[config.mk]
export PLATFORM = sky130hd
export DESIGN_NAME = rx_byte_queue
export DESIGN_NICKNAME = d
export VERILOG_FILES = /design/src/rtl/rxq_pkg.sv /design/src/rtl/rxq_store.sv /design/src/rtl/rxq_timer.sv /design/src/rtl/rxq_irq.sv /design/src/rtl/rx_byte_queue.sv
export SDC_FILE = /design/constraint.sdc
export NUM_CORES = 1
export LEC_CHECK = 0
export ABC_AREA = 1
export CORE_UTILIZATION = 47
export CTS_CLUSTER_DIAMETER = 30
export DETAILED_ROUTE_END_ITERATION = 8
export SYNTH_ARGS = -nofsm -noshare
export SYNTH_HDL_FRONTEND = slang
export SYNTH_SLANG_ARGS = --single-unit
[constraint.sdc]
create_clock -name clk -period 2.8 [get_ports clk]
set_input_delay 0.84 -clock clk [delete_from_list [all_inputs] [get_ports clk]]
set_output_delay 0.84 -clock clk [all_outputs]
set_load 0.02 [all_outputs]
[src/rtl/rxq_pkg.sv]
// Shared types and helper functions for the receive byte queue.
// Assumes an 8-bit character and three error tags per entry.
package rxq_pkg;

    localparam int TAG_W  = 3;
    localparam int DATA_W = 8;

    // One stored character with its error tags (break, framing, parity).
    typedef struct packed {
        logic [TAG_W-1:0]  tags;
        logic [DATA_W-1:0] data;
    } rxq_entry_t;

    // Fill threshold for a 2-bit trigger code, scaled to the store depth.
    function automatic int trig_level(input logic [1:0] code, input int depth);
        case (code)
            2'd0:    return 1;
            2'd1:    return depth / 4;
            2'd2:    return depth / 2;
            default: return depth - 2;
        endcase
    endfunction

    // Idle limit in bit times: four characters of (5+wlen) bits plus twelve.
    function automatic logic [5:0] idle_limit(input logic [1:0] wlen);
        return 6'd32 + {2'b00, wlen, 2'b00};
    endfunction

endpackage

[src/rtl/rxq_store.sv]
// Circular entry store with a head output that reads zero when empty.
// Assumes the caller never asserts wr_en when full or rd_en when empty.
module rxq_store
    import rxq_pkg::*;
#(
    parameter int DEPTH = 16
) (
    input  logic                         clk,
    input  logic                         rst_n,
    input  logic                         wr_en,
    input  rxq_entry_t                   wr_entry,
    input  logic                         rd_en,
    output rxq_entry_t                   head,
    output logic [$clog2(DEPTH+1)-1:0]   count
);
    localparam int PW = (DEPTH > 1) ? $clog2(DEPTH) : 1;
    localparam int CW = $clog2(DEPTH + 1);
    localparam logic [PW-1:0] LAST = PW'(DEPTH - 1);

    rxq_entry_t    mem [DEPTH];
    logic [PW-1:0] wptr;
    logic [PW-1:0] rptr;

    // Write the incoming entry into the slot at the write pointer.
    always_ff @(posedge clk) begin
        if (wr_en) begin
            mem[wptr] <= wr_entry;
        end
    end

    // Advance pointers with wrap and track the entry count.
    always_ff @(posedge clk) begin
        if (!rst_n) begin
            wptr  <= '0;
            rptr  <= '0;
            count <= '0;
        end else begin
            if (wr_en) begin
                wptr <= (wptr == LAST) ? '0 : wptr + 1'b1;
            end
            if (rd_en) begin
                rptr <= (rptr == LAST) ? '0 : rptr + 1'b1;
            end
            count <= count + CW'(wr_en) - CW'(rd_en);
        end
    end

    // Present the oldest entry, or zero when nothing is stored.
    always_comb begin
        head = (count != '0) ? mem[rptr] : '0;
    end

endmodule

[src/rtl/rxq_timer.sv]
// Idle timer counting bit times from the 16x tick.
// Assumes restart is raised on every push, every pop and while empty.
module rxq_timer
    import rxq_pkg::*;
(
    input  logic       clk,
    input  logic       rst_n,
    input  logic       tick16,
    input  logic       restart,
    input  logic       nonempty,
    input  logic       clear,
    input  logic [1:0] wlen,
    output logic       tmo_flag
);
    logic [3:0] sub_cnt;
    logic [5:0] bit_cnt;
    logic [5:0] limit;

    // Current limit from the character length code.
    always_comb begin
        limit = idle_limit(wlen);
    end

    // Divide the tick by sixteen and count whole bit times, saturating at the limit.
    always_ff @(posedge clk) begin
        if (!rst_n || restart) begin
            sub_cnt <= '0;
            bit_cnt <= '0;
        end else if (tick16) begin
            if (sub_cnt == 4'hF) begin
                sub_cnt <= '0;
                if (bit_cnt < limit) begin
                    bit_cnt <= bit_cnt + 1'b1;
                end
            end else begin
                sub_cnt <= sub_cnt + 1'b1;
            end
        end
    end

    // Latch the timeout once the limit is reached with data waiting; a read clears it.
    always_ff @(posedge clk) begin
        if (!rst_n || clear) begin
            tmo_flag <= 1'b0;
        end else if (nonempty && (bit_cnt >= limit)) begin
            tmo_flag <= 1'b1;
        end
    end

endmodule

[src/rtl/rxq_irq.sv]
// Interrupt gating: per-character or threshold data interrupt, and timeout.
// Assumes count is the current stored-entry count.
module rxq_irq
    import rxq_pkg::*;
#(
    parameter int DEPTH = 16
) (
    input  logic [$clog2(DEPTH+1)-1:0] count,
    input  logic                       trig_en,
    input  logic [1:0]                 trig_sel,
    input  logic                       ie,
    input  logic                       tmo_flag,
    output logic                       irq_data,
    output logic                       irq_tmo
);
    logic reached;

    // Decide whether the data interrupt condition holds in the selected mode.
    always_comb begin
        if (trig_en) begin
            reached = int'(count) >= trig_level(trig_sel, DEPTH);
        end else begin
            reached = (count != '0);
        end
        irq_data = ie && reached;
        irq_tmo  = ie && tmo_flag;
    end

endmodule

[src/rtl/rx_byte_queue.sv]
// Receive byte queue: stores characters with error tags, shows the head byte
// and its tags to the host, flags overrun, raises data and idle interrupts.
// Assumes one push per clock at most and a single-cycle tick16 pulse.
module rx_byte_queue
    import rxq_pkg::*;
#(
    parameter int DEPTH = 16
) (
    input  logic                       clk,
    input  logic                       rst_n,
    input  logic                       tick16,
    input  logic                       push_valid,
    input  logic [7:0]                 push_data,
    input  logic [2:0]                 push_tags,
    input  logic                       rd_pop,
    input  logic                       stat_rd,
    input  logic                       cfg_trig_en,
    input  logic [1:0]                 cfg_trig_sel,
    input  logic [1:0]                 cfg_wlen,
    input  logic                       cfg_ie_rx,
    output logic [7:0]                 head_data,
    output logic [2:0]                 head_tags,
    output logic                       data_ready,
    output logic [$clog2(DEPTH+1)-1:0] fill_level,
    output logic                       overrun,
    output logic                       irq_data,
    output logic                       irq_tmo
);
    localparam int CW = $clog2(DEPTH + 1);

    logic          full;
    logic          empty;
    logic          wr_en;
    logic          rd_en;
    logic          tmo_flag;
    rxq_entry_t    in_entry;
    rxq_entry_t    head;
    logic [CW-1:0] count;

    // Accept pushes only when room exists and pops only when data exists.
    always_comb begin
        full          = (count == CW'(DEPTH));
        empty         = (count == '0);
        wr_en         = push_valid && !full;
        rd_en         = rd_pop && !empty;
        in_entry.data = push_data;
        in_entry.tags = push_tags;
    end

    rxq_store #(.DEPTH(DEPTH)) u_store (
        .clk      (clk),
        .rst_n    (rst_n),
        .wr_en    (wr_en),
        .wr_entry (in_entry),
        .rd_en    (rd_en),
        .head     (head),
        .count    (count)
    );

    rxq_timer u_timer (
        .clk      (clk),
        .rst_n    (rst_n),
        .tick16   (tick16),
        .restart  (push_valid || rd_pop || empty),
        .nonempty (!empty),
        .clear    (rd_pop),
        .wlen     (cfg_wlen),
        .tmo_flag (tmo_flag)
    );

    rxq_irq #(.DEPTH(DEPTH)) u_irq (
        .count    (count),
        .trig_en  (cfg_trig_en),
        .trig_sel (cfg_trig_sel),
        .ie       (cfg_ie_rx),
        .tmo_flag (tmo_flag),
        .irq_data (irq_data),
        .irq_tmo  (irq_tmo)
    );

    // Sticky overrun: set by a dropped push, cleared by a status read.
    always_ff @(posedge clk) begin
        if (!rst_n) begin
            overrun <= 1'b0;
        end else if (push_valid && full) begin
            overrun <= 1'b1;
        end else if (stat_rd) begin
            overrun <= 1'b0;
        end
    end

    // Drive host-visible outputs from the store.
    always_comb begin
        head_data  = head.data;
        head_tags  = head.tags;
        data_ready = !empty;
        fill_level = count;
    end

endmodule

==> results.txt, run 1 <==
In the post-synthesis netlist, the biggest area contributors are sky130_fd_sc_hd__edfxtp_1 (60%), sky130_fd_sc_hd__nand2_1 (11%), sky130_fd_sc_hd__nand3_1 (8.6%). The number of max-slew violations in the final report came out at 0. The largest single stage delay on the critical path is 470 ps. STA classifies the critical path endpoint as an output pin. The aggregate routed wire length came out at 22.78 mm.

The final setup skew came out at around 20 ps. For this run, the post-layout net count is slightly below 1,000. The cell area after technology mapping came out at approximately 8800 um^2. The flow ran to the end, but the final reports show violations.

The placed wire-length estimate came out at ~13 mm. The global-route congestion overflow total came out at 0. The commonest cells after synthesis are sky130_fd_sc_hd__nand2_1 (259), sky130_fd_sc_hd__edfxtp_1 (176), sky130_fd_sc_hd__nand3_1 (150). The total global-route track usage is a little under a quarter. The most common cell type on the critical path is sky130_fd_sc_hd__nand2_1. The synthesized instance count came out at approximately 800. Once placement finished, the instance area stood at between 9000 and 10,000 um^2. Dividing the synthesized area by the synthesized cell count gives ~11 um^2. Power comes to about 0.012 W.

The number of vias per cell after detailed routing is between 5 and 6. Among all flip-flop cells after synthesis, the most frequent one is sky130_fd_sc_hd__edfxtp_1. The slowest stage of the critical path belongs to the cell sky130_fd_sc_hd__dfxtp_4. For the worst setup path, the data required time is roughly 2000 ps. The length of the first detailed-routing pass in iterations is 9. After clock tree synthesis, the flow added hold-fix buffers numbering 0. The synthesized design contains 205 register bits.

The CTS clock-pin slew for the worst setup and hold paths is 50 ps. In this run the deepest clock path goes through 3 buffers. For this run, the number of Yosys warnings is 0.

The critical path's top delay family is buffers and inverters. The final weighted congestion in routability-driven placement is ~0.85. The buffer type at the clock tree root is sky130_fd_sc_hd__clkbuf_16.

In this run switching power makes up 30.65% of total power. The power per standard cell area is a little under 1000 nW/um^2. The insertion delay to the later sink of the worst-skew pair came out at just over 500 ps. The x dimension of the die is 138.6 um. The final non-filler cell area came out at 12,060 um^2. Internal power comes to ~0.008 W. The biggest area contributor in the post-synthesis netlist is sky130_fd_sc_hd__edfxtp_1. VDD sags by at most between 0.0004 and 0.0005 V. The top fanout value on the critical path came out at 8. The layout overhead on the synthesized area is 37.47%. The antenna diode count came out at 0. The number of global-route vias before repair came out at ~6,500. The number of remaining DRC errors is 11. For this configuration, the core starts out at a cell density of around half. The number of I/O pins came out at between 40 and 50.

The pin slew with the least headroom to its limit is around 640 ps. The count of clock tree sinks is 205. The number of core rows came out at 49. Of all flip-flops after synthesis, the portion carrying an async set or reset was 0%.

The portion of synthesized cell area occupied by the leading cell type came out at around 60%. The netlist uses 31 different library cells. The initial antenna violation count is 0. The worst hold slack after final layout is approximately 480 ps.

The most used standard cell by instance count after synthesis is sky130_fd_sc_hd__nand2_1. The clock buffer count from CTS is 38. The number of buffers added on ports came out at 42. Setup repair after global routing could not meet its margin everywhere. The share of the clock period used by the worst path is 101.0%. The final critical-path setup slack came out at -27.73 ps. The relative slew slack is 57.43%.

The deepest level of the CTS H-tree is 2. The min-delay analysis places its worst path in the category reg -> reg. The via count of the routed design came out at about 6,500. The time the final worst path needs with I/O delays and setup came out at roughly 2800 ps. STA puts the critical path data arrival time at around 2000 ps. The net count after synthesis is 856. For this design the static power due to leakage is 4.674 nW. The sequential share of power is between 30% and 40%. The register area share after synthesis came out at 66.87%.

The upper clock frequency limit is 353.6 MHz. The power share of the clock group came out at between 30% and 40%. Walking the worst path, the cells encountered are clkinv_8 > buf_12 > buf_12 > nand2_1 > nand3_1 > nand3_1 > nand2_1 > nand2_1 > a21oi_2 > buf_4.

The full die area is 19,210 um^2. Combinational logic burns between 30% and 40% of the power. In this run the power spent charging and discharging nets is 0.003549 W.

In this run, synthesis inferred 176 flip-flops with an integrated enable. The antenna violation net count after detailed routing is 0. The wire length of the first global-routing pass is 34.77 mm. The clock tree from TritonCTS is built. The number of buffer and inverter instances along the worst setup path came out at 4. The final-report hold violation count is 0. The checks that failed: DRC, setup timing.

The die is 138.6 um tall. The number of DRC markers after the initial detailed-route iteration came out at 502. The placeable core region is ~18,000 um^2. The element type at the critical path start is a flop.

The detail-routed net length per standard cell is roughly 19 um. The layout cell share with drive strength beyond 1 came out at 29.44%. Entering global routing, the biggest net connects 23 pins. The critical path class is reg -> out. The number of violations of the max-capacitance limit came out at 0. The number of failing setup endpoints in the final timing report came out at 5.
==> tightest hold or removal path, stage by stage, from the launching register on <==
cell,delay [ps]
sky130_fd_sc_hd__dfxtp_1,320
sky130_fd_sc_hd__nand2_1,70
sky130_fd_sc_hd__nand2_1,50
==> stage by stage <==
stage                     worst slack, ps  setup TNS [ps]  instances  utilization (%)
after CTS                          -73.67          -205.8       1200            64.44
after floorplan                     214.7               0        813                -
after global placement             -731.8          -931.4       1111            54.61
final                              -27.73          -64.74       1204            66.45
after detailed placement           -751.7           -1050       1111            54.61
after global routing               -111.5          -940.3       1204            66.45
==> layout make-up <==
cell class,count,area [um^2]
Fill cell,1333,6088
Sequential cell,205,5872
Multi-Input combinational cell,527,2914
Timing Repair Buffer,127,1491
Clock buffer,46,1012
Clock inverter,24,286.5
Tap cell,229,286.5
Inverter,45,187.7
Timing Repair inverter,1,8.758
==> path summary, 6_finish.rpt <==
path	start	endpoint	slack, ps	cells after the start
min reg2reg	u_timer.tmo_flag	u_timer.tmo_flag	480	2
max reg2reg	u_store.count[3]	u_store.count[4]	420	14
min	u_timer.tmo_flag	u_timer.tmo_flag	480	2
max	flop	head_data[0]	-30	10
==> timing repair <==
action | 4_1_cts | 5_1_grt
cloned | 9 | 2
buffers inserted | 10 | 3
resized for setup | 111 | 97
endpoints found under the setup margin | 14 | 12
pin swaps | 14 | 64
==> placed cells by master (no fill, tap or decap), types with 7 or more instances in the layout <==
cell type,instances
sky130_fd_sc_hd__a21oi_1,17
sky130_fd_sc_hd__a21oi_2,11
sky130_fd_sc_hd__buf_12,18
sky130_fd_sc_hd__buf_16,7
sky130_fd_sc_hd__buf_4,52
sky130_fd_sc_hd__buf_6,16
sky130_fd_sc_hd__clkbuf_16,41
sky130_fd_sc_hd__clkdlybuf4s50_1,26
sky130_fd_sc_hd__clkinv_4,8
sky130_fd_sc_hd__dfxtp_1,26
sky130_fd_sc_hd__edfxtp_1,176
sky130_fd_sc_hd__ha_1,17
sky130_fd_sc_hd__inv_1,38
sky130_fd_sc_hd__nand2_1,204
sky130_fd_sc_hd__nand2_2,54
sky130_fd_sc_hd__nand3_1,112
sky130_fd_sc_hd__nand3_2,38
sky130_fd_sc_hd__nor2_1,33
sky130_fd_sc_hd__o21ai_0,12
==> metal layers <==
metal / up-vias / track usage [%] / routed length [um] / part of all wire [%]
met3: 48 / 4.834 / 1489 / 6.5
met2: 231 / 39.89 / 11390 / 50
met1: 3129 / 30.72 / 9258 / 41
met4: 0 / 9.474 / 645 / 2.8
met5: - / 0 / 0 / 0
li1: 3085 / - / - / -
==> power by group through the flow <==
stage               Combinational (W)  Clock [W]  Sequential [W]
floorplan                     0.00158          0         0.00361
global placement              0.00270          0         0.00360
detailed placement            0.00274          0         0.00360
CTS                           0.00322    0.00456         0.00356
global route                  0.00378    0.00473         0.00358
finish                        0.00351    0.00450         0.00357
==> flip-flops by register name, summed over array words and instances (netlist names), named ones only <==
name	flops
u_timer.bit_cnt	6
u_timer.sub_cnt	4
u_timer.tmo_flag	1
overrun	1
u_store.count	5
u_store.wptr	4
u_store.mem	176
u_store.rptr	4
==> cells by family after synthesis <==
group | after synthesis | share of synthesized area [%]
XOR/XNOR | 4 | 0.3993
AO/OA/AOI/OAI | 47 | 3.166
AND/OR/NAND/NOR | 455 | 22.04
multiplexers | 1 | 0.1141
buffers and inverters | 81 | 4.478
adder cells (fa/ha/maj) | 20 | 2.938
flip-flops | 205 | 66.87
No activity file was read; power rests on OpenSTA's default activity.
==> run 2: changes to the inputs <==
--- a/config.mk
+++ b/config.mk
@@ -6,6 +6,8 @@
 export NUM_CORES = 1
 export LEC_CHECK = 0
 export ABC_AREA = 1
+export ABC_CLOCK_PERIOD_IN_PS = 2650
+export CORE_ASPECT_RATIO = 0.9
 export CORE_UTILIZATION = 47
 export CTS_CLUSTER_DIAMETER = 30
 export DETAILED_ROUTE_END_ITERATION = 8
==> constraint.sdc (replaced) <==
create_clock -name clk -period 2.65 [get_ports clk]
set_input_delay 0.795 -clock clk [delete_from_list [all_inputs] [get_ports clk]]
set_output_delay 0.795 -clock clk [all_outputs]
set_load 0.02 [all_outputs]
==> run 2 against run 1 <==
Against the previous run:
- the flow finishes with violations (setup timing)
- largest power group unchanged
- clock power is 9.3% higher
- highest routed layer unchanged
- critical path depth is 1 lower
- sequential power is 5.6% higher
- combinational power is 3% higher
==> results.txt, run 2 (synthesis results as in run 1) <==
Outcome: finished with violations (unchanged). Violated checks: setup timing (was DRC, setup timing). The worst slack at placement is -847.9 ps (was -751.7 ps). The number of global-route vias before repair is 6,568 (was 6,451). The relative slew slack is 53.75% (was 57.43%). The antenna violation net count after detailed routing came to 0 (unchanged).

The pin count of the biggest net entering global routing is 24 (was 23). The initial antenna violation count is 1 (was 0). The clock tree from TritonCTS is built (unchanged).

The power share of the clock group is 40.0% (was 38.9%). Critical Path, Cell by Cell: buf_8 > clkbuf_16 > nand2_2 > nand3_1 > nand3_2 > nand2_1 > nand2_1 > a21oi_2 > buf_4 (was clkinv_8 > buf_12 > buf_12 > nand2_1 > nand3_1 > nand3_1 > nand2_1 > nand2_1 > a21oi_2 > buf_4). The buffer type at the clock tree root was sky130_fd_sc_hd__clkbuf_16 (unchanged). The full die area came out at 19,220 um^2 (was 19,210 um^2). The most common cell after layout, fill and taps aside is sky130_fd_sc_hd__nand2_1 (unchanged). The post-placement cell area is 9894 um^2 (was 9910 um^2).

The top fanout value on the critical path is 7 (was 8). The number of remaining DRC errors was 0 (was 11). The y dimension of the die is 131.6 um (was 138.6 um). The post-route non-filler standard cell count came to 1,214 (was 1,204).

The register with the most flip-flops was u_store.mem (unchanged). The most common cell type on the critical path is sky130_fd_sc_hd__nand2_1 (unchanged). The final non-filler cell area came out at 12,040 um^2 (was 12,060 um^2). The layout overhead on the synthesized area came out at 37.20% (was 37.47%).

The number of buffers added on ports came out at 42 (unchanged). The number of I/O pins came out at 43 (unchanged). The power per standard cell area is 1023 nW/um^2 (was 960.2 nW/um^2).

The detail-routed net length per standard cell was 19.64 um (was 18.92 um). The placeable core region came to 18,350 um^2 (was 18,150 um^2). The number of DRC markers after the initial detailed-route iteration came out at 592 (was 502). The number of max-slew violations in the final report came out at 0 (unchanged). The number of flip-flops in the largest register was 176 (unchanged). The number of buffer and inverter instances along the worst setup path is 3 (was 4).

The power consumption is 0.01232 W (was 0.01158 W). The slowest library cell on the worst path is sky130_fd_sc_hd__dfxtp_4 (unchanged). The final critical-path setup slack was -113.3 ps (was -27.73 ps). The internal power consumption came out at 0.008510 W (was 0.008030 W). The insertion delay to the later sink of the worst-skew pair is 520 ps (was 510 ps). The count of clock tree sinks is 205 (unchanged).

The clock buffer count from CTS came to 38 (unchanged). The aggregate routed wire length came to 23.84 mm (was 22.78 mm). The hold-fix buffer count after cts came to 0 (unchanged). The critical path's top delay family is buffers and inverters (unchanged). The final setup skew is 16.28 ps (was 20.09 ps).

The worst endpoint data arrival time came out at 1970 ps (was 1990 ps). Top flop regs: u_store.mem x176, u_timer.bit_cnt x6, u_store.count x5 (unchanged). The part of the power in combinational logic came to 29.5% (was 30.3%). The worst min-delay path category is reg -> reg (unchanged). The final weighted congestion in routability-driven placement is 0.8170 (was 0.8463). The number of failing setup endpoints in the final timing report was 12 (was 5).

The deepest level of the CTS H-tree came to 2 (unchanged). The sequential share of power is 30.6% (was 30.8%). The total global-route track usage came out at 24.56% (was 23.88%). The length of the first detailed-routing pass in iterations came to 5 (was 9). The number of vias per cell after detailed routing came out at 5.410 (was 5.393). The x dimension of the die is 146.0 um (was 138.6 um). The wire length of the first global-routing pass is 35.56 mm (was 34.77 mm). The critical path class was reg -> out (unchanged).

The global-route congestion overflow total is 0 (unchanged). Commonest cells after routing, fill and taps aside: sky130_fd_sc_hd__nand2_1 (204), sky130_fd_sc_hd__edfxtp_1 (176), sky130_fd_sc_hd__nand3_1 (99), sky130_fd_sc_hd__buf_4 (54), sky130_fd_sc_hd__nand3_2 (51) (was sky130_fd_sc_hd__nand2_1 (204), sky130_fd_sc_hd__edfxtp_1 (176), sky130_fd_sc_hd__nand3_1 (112), sky130_fd_sc_hd__nand2_2 (54), sky130_fd_sc_hd__buf_4 (52)). The number of core rows is 47 (was 49).

Setup repair after global routing missed its margin: true (unchanged). The worst hold slack after final layout came out at 464.3 ps (was 476.2 ps). The net count reported at finish came out at 982 (was 988). The layout cell share with drive strength beyond 1 came to 29.65% (was 29.44%). The pin slew with the least headroom to its limit was 691.5 ps (was 636.6 ps). The endpoint class of the critical path is an output pin (unchanged). The upper clock frequency limit came out at roughly 360 MHz.

The element type at the critical path start is a flop (unchanged). The placed wire-length estimate is 13.52 mm (was 13.32 mm). The maximum number of buffers from clock root to sink came out at 3 (unchanged). The maximum vdd drop was 0.0005387 V (was 0.0004856 V).

The delay contributed by the slowest stage of the critical path came out at 470 ps (about the same). The number of violations of the max-capacitance limit came out at 0 (unchanged). The endpoint required time on the critical path was 1860 ps (was 1960 ps).

The net switching power is 0.003806 W (was 0.003549 W). The share of the clock period used by the worst path came out at 104.3%. The CTS clock-pin slew for the worst setup and hold paths came out at 50 ps (about the same).

The fraction of power spent switching nets was 30.91% (was 30.65%). The via count of the routed design is 6,568 (was 6,493). The time the final worst path needs with I/O delays and setup is about 2800 ps. The leakage power came out at 4.696 nW (was 4.674 nW). The final-report hold violation count is 0 (unchanged). The starting density of the core is 47.81% (was 48.34%). The placed instance count is 1,129 (was 1,111).
==> run 2: cell types whose count changed in the layout (fill, tap and decap cells not counted), sizes merged <==
cell | before | now
buf | 95 | 89
clkbuf | 50 | 48
inv | 45 | 50
bufinv | 4 | 6
clkinv | 16 | 10
diode | 0 | 1
==> run 2: cell type report <==
| type | instances | area, um^2 |
|---|---|---|
| antenna | 1 | 2.502 |
| clock buffer | 44 | 994.7 |
| clock inverter | 25 | 315.3 |
| fill | 1400 | 6312 |
| inverter | 45 | 181.4 |
| multi-input combinational | 527 | 3004 |
| sequential | 205 | 5872 |
| tap | 245 | 306.5 |
| timing repair buffer | 121 | 1343 |
| timing repair inverter | 1 | 16.27 |
==> run 2: power groups by stage <==
stage | logic [W] | registers [W] | clock network (W)
floorplan | 0.00167 | 0.00381 | 0
global placement | 0.00282 | 0.00379 | 0
detailed placement | 0.00288 | 0.00380 | 0
CTS | 0.00324 | 0.00376 | 0.00497
global route | 0.00390 | 0.00378 | 0.00515
finish | 0.00363 | 0.00377 | 0.00492
==> run 2: worst min-delay path, stage by stage, from the launching register on <==
cell                      delay [ps]
sky130_fd_sc_hd__dfxtp_1         310
sky130_fd_sc_hd__nand2_1          60
sky130_fd_sc_hd__nand2_1          40
==> run 2: repair_timing <==
action | 4_1_cts | 5_1_grt
setup endpoints to repair | 14 | 12
setup buffers | 6 | 0
gates cloned | 6 | 5
pin swaps | 20 | 87
gates resized for setup | 113 | 112
==> run 2: stage by stage <==
step	TNS, ps	util (%)
6_report	-1026	65.60
5_1_grt	-1948	65.60
4_1_cts	-1203	63.08
3_5_place_dp	-1717	53.93
3_3_place_gp	-1371	53.93
2_1_floorplan	0	-
==> run 2: path summary, 6_finish.rpt <==
path	end	slack, ps	depth (start not counted)	from
worst max register to register	u_store.count[4]	310	14	u_store.count[2]
worst min register to register	u_timer.tmo_flag	460	2	u_timer.tmo_flag
worst min-delay path	u_timer.tmo_flag	460	2	u_timer.tmo_flag
worst max-delay path	head_data[3]	-110	9	flop
==> run 2: routing by layer <==
metal / global-route usage, % / share of wire (%)
met1: 32.76 / 41
met2: 39.53 / 49
met3: 4.514 / 7.2
met4: 10.42 / 2.9
met5: 0 / 0
==> run 3: changes to the inputs <==
--- a/config.mk
+++ b/config.mk
@@ -11,6 +11,7 @@
 export CORE_UTILIZATION = 47
 export CTS_CLUSTER_DIAMETER = 30
 export DETAILED_ROUTE_END_ITERATION = 8
+export DONT_BUFFER_PORTS = 1
 export SYNTH_ARGS = -nofsm -noshare
 export SYNTH_HDL_FRONTEND = slang
 export SYNTH_SLANG_ARGS = --single-unit
==> run 3 against run 2 <==
Against the previous run:
- the run still ends with setup timing left
- via count down 2.1%
- clock-buffer cell count up 1
- first-iteration DRC count is 4.4% lower
- register-to-register slack got worse by 120 ps
- final cell count shrank 4.9%
- clock power shrank 8.1%
- combinational power decreased by 5%
- worst setup slack improved by 46 ps
- sequential share of layout area is 2.1 points higher
- die area did not move
- clock skew increased by 15 ps
- sequential cell count did not move
==> results.txt, run 3 (synthesis results as in run 1) <==
The clock buffer count from CTS is 37 (was 38). The post-route non-filler standard cell count is 1,155 (was 1,214). The number of remaining DRC errors is 0 (unchanged). The y dimension of the die is 131.6 um (unchanged). The most common cell after layout, fill and taps aside is sky130_fd_sc_hd__nand2_1 (unchanged). The pin count of the biggest net entering global routing is 33 (was 24). The layout cell share with drive strength beyond 1 is 28.79% (was 29.65%). The number of failing setup endpoints in the final timing report is 11 (was 12). The number of violations of the max-capacitance limit is 0 (unchanged). The net count reported at finish is 926 (was 982). The hold-fix buffer count after cts is 0 (unchanged). The number of flip-flops in the largest register is 176 (unchanged).

Violated checks: setup timing (unchanged). The wire length of the first global-routing pass is 34.87 mm (was 35.56 mm). The placed wire-length estimate came to 12.68 mm (was 13.52 mm). The initial antenna violation count came to 0 (was 1). The antenna violation net count after detailed routing came out at 0 (unchanged).

The deepest level of the CTS H-tree is 2 (unchanged). The element type at the critical path start is a flop (unchanged). The post-placement cell area came to 9239 um^2 (was 9894 um^2). The number of buffers added on ports came to 0 (was 42). The worst endpoint data arrival time came out at 1920 ps (was 1970 ps).

The x dimension of the die came out at 146.0 um (unchanged). The leakage power is 4.399 nW (was 4.696 nW). The critical path class is reg -> out (unchanged). The number of core rows came out at 47 (unchanged). The endpoint class of the critical path is an output pin (unchanged).

The number of global-route vias before repair is 6,264 (was 6,568). The power per standard cell area is 1017 nW/um^2 (was 1023 nW/um^2). The CTS clock-pin slew for the worst setup and hold paths is 50 ps (about the same). The top fanout value on the critical path was 6 (was 7).

The maximum vdd drop is 0.0006469 V (was 0.0005387 V). The number of I/O pins is 43 (unchanged). The upper clock frequency limit came out at 367.9 MHz (was 361.9 MHz). The aggregate routed wire length came out at 23.62 mm (was 23.84 mm). The final non-filler cell area came out at 11,560 um^2 (was 12,040 um^2). The share of the clock period used by the worst path is 102.6% (was 104.3%). The placeable core region came out at 18,350 um^2 (unchanged). The worst min-delay path category is in -> reg (was reg -> reg). The layout overhead on the synthesized area came out at 31.75% (was 37.20%). The starting density of the core is 47.81% (unchanged). The maximum number of buffers from clock root to sink was 3 (unchanged).

The insertion delay to the later sink of the worst-skew pair is 520 ps (about the same). The relative slew slack is 61.51% (was 53.75%). The final critical-path setup slack was -67.80 ps (was -113.3 ps). The endpoint required time on the critical path is 1860 ps (about the same). The global-route congestion overflow total is 0 (unchanged). The via count of the routed design is 6,429 (was 6,568).

The placed instance count is 1,064 (was 1,129). The pin slew with the least headroom to its limit is 576.8 ps (was 691.5 ps). The clock tree from TritonCTS is built (unchanged).

The time the final worst path needs with I/O delays and setup came out at 2718 ps (was 2763 ps). The length of the first detailed-routing pass in iterations is 5 (unchanged). Commonest cells after routing, fill and taps aside: sky130_fd_sc_hd__nand2_1 (200), sky130_fd_sc_hd__edfxtp_1 (176), sky130_fd_sc_hd__nand3_1 (101), sky130_fd_sc_hd__nand2_2 (57), sky130_fd_sc_hd__nand3_2 (49) (was sky130_fd_sc_hd__nand2_1 (204), sky130_fd_sc_hd__edfxtp_1 (176), sky130_fd_sc_hd__nand3_1 (99), sky130_fd_sc_hd__buf_4 (54), sky130_fd_sc_hd__nand3_2 (51)). The detail-routed net length per standard cell was 20.45 um (was 19.64 um). The buffer type at the clock tree root was sky130_fd_sc_hd__clkbuf_16 (unchanged). The final-report hold violation count is 0 (unchanged).

Outcome: finished with violations (unchanged). The count of clock tree sinks is 205 (unchanged). The number of vias per cell after detailed routing came to 5.566 (was 5.410). Top flop regs: u_store.mem x176, u_timer.bit_cnt x6, u_store.count x5 (unchanged). The number of DRC markers after the initial detailed-route iteration came out at 566 (was 592). The antenna diode count was 0 (was 1). The full die area came out at 19,220 um^2 (unchanged). The number of max-slew violations in the final report came out at 0 (unchanged).

The register with the most flip-flops is u_store.mem (unchanged). Setup repair after global routing missed its margin: true (unchanged). The final weighted congestion in routability-driven placement is 0.7973 (was 0.8170).

The final setup skew came out at 31.57 ps (was 16.28 ps). The total global-route track usage came out at 24.21% (was 24.56%).
==> run 3: final cells by class <==
cell class	count	area (um^2)
Fill cell	1440	6790
Sequential cell	205	5876
Multi-Input combinational cell	527	3030
Clock buffer	45	977.2
Timing Repair Buffer	66	947.2
Tap cell	245	306.5
Clock inverter	21	219.0
Inverter	45	190.2
Timing Repair inverter	1	11.26
==> run 3: path summary, 6_finish.rpt <==
path / start / to / slack [ps] / depth (start not counted)
max: flop / head_tags[0] / -70 / 9
min: push_data[0] / u_store.mem[11][0] / 370 / 0
max reg2reg: u_store.count[2] / u_store.count[4] / 190 / 13
min reg2reg: u_timer.tmo_flag / u_timer.tmo_flag / 460 / 2
==> run 3: routing by layer <==
metal / GRT usage, % / wire [um] / vias up
li1: - / - / 2952
met1: 31.98 / 9569 / 3136
met2: 38.28 / 11390 / 289
met3: 5.347 / 2002 / 52
met4: 11.11 / 654 / 0
met5: 0 / 0 / -
==> run 3: where the power goes <==
part,internal [W],switching [W]
clock network,0.00294,0.00158
logic,0.00141,0.00205
registers,0.00367,0.000113
==> run 3: what timing repair did <==
item                                    CTS  global route
resized for setup                        61           101
cloned                                    8             8
pin swaps                                18            86
endpoints found under the setup margin   12            13
setup buffers                             9             1
==> run 3: through the flow <==
stage	setup TNS, ps	utilization [%]	hold slack, ps	power (W)	worst slack [ps]
after floorplan	0	-	426.0	0.005487	154.7
after global placement	0	50.35	448.1	0.006075	152.3
after detailed placement	0	50.35	455.6	0.006128	144.5
after CTS	-310.2	59.94	359.6	0.01131	-44.58
after global routing	-1386	62.99	348.8	0.01223	-138.2
final	-491.7	62.99	370.2	0.01176	-67.80
==> run 3: worst max-delay path, cell delays in order (launching register included) <==
cell                        delay (ps)
sky130_fd_sc_hd__dfxtp_4           440
sky130_fd_sc_hd__buf_12            180
sky130_fd_sc_hd__clkbuf_16         160
sky130_fd_sc_hd__nand2_2            50
sky130_fd_sc_hd__nand3_2            60
sky130_fd_sc_hd__nand3_2            80
sky130_fd_sc_hd__nand2_2           100
sky130_fd_sc_hd__nand2_2            50
sky130_fd_sc_hd__a21oi_2           160
sky130_fd_sc_hd__buf_6             150
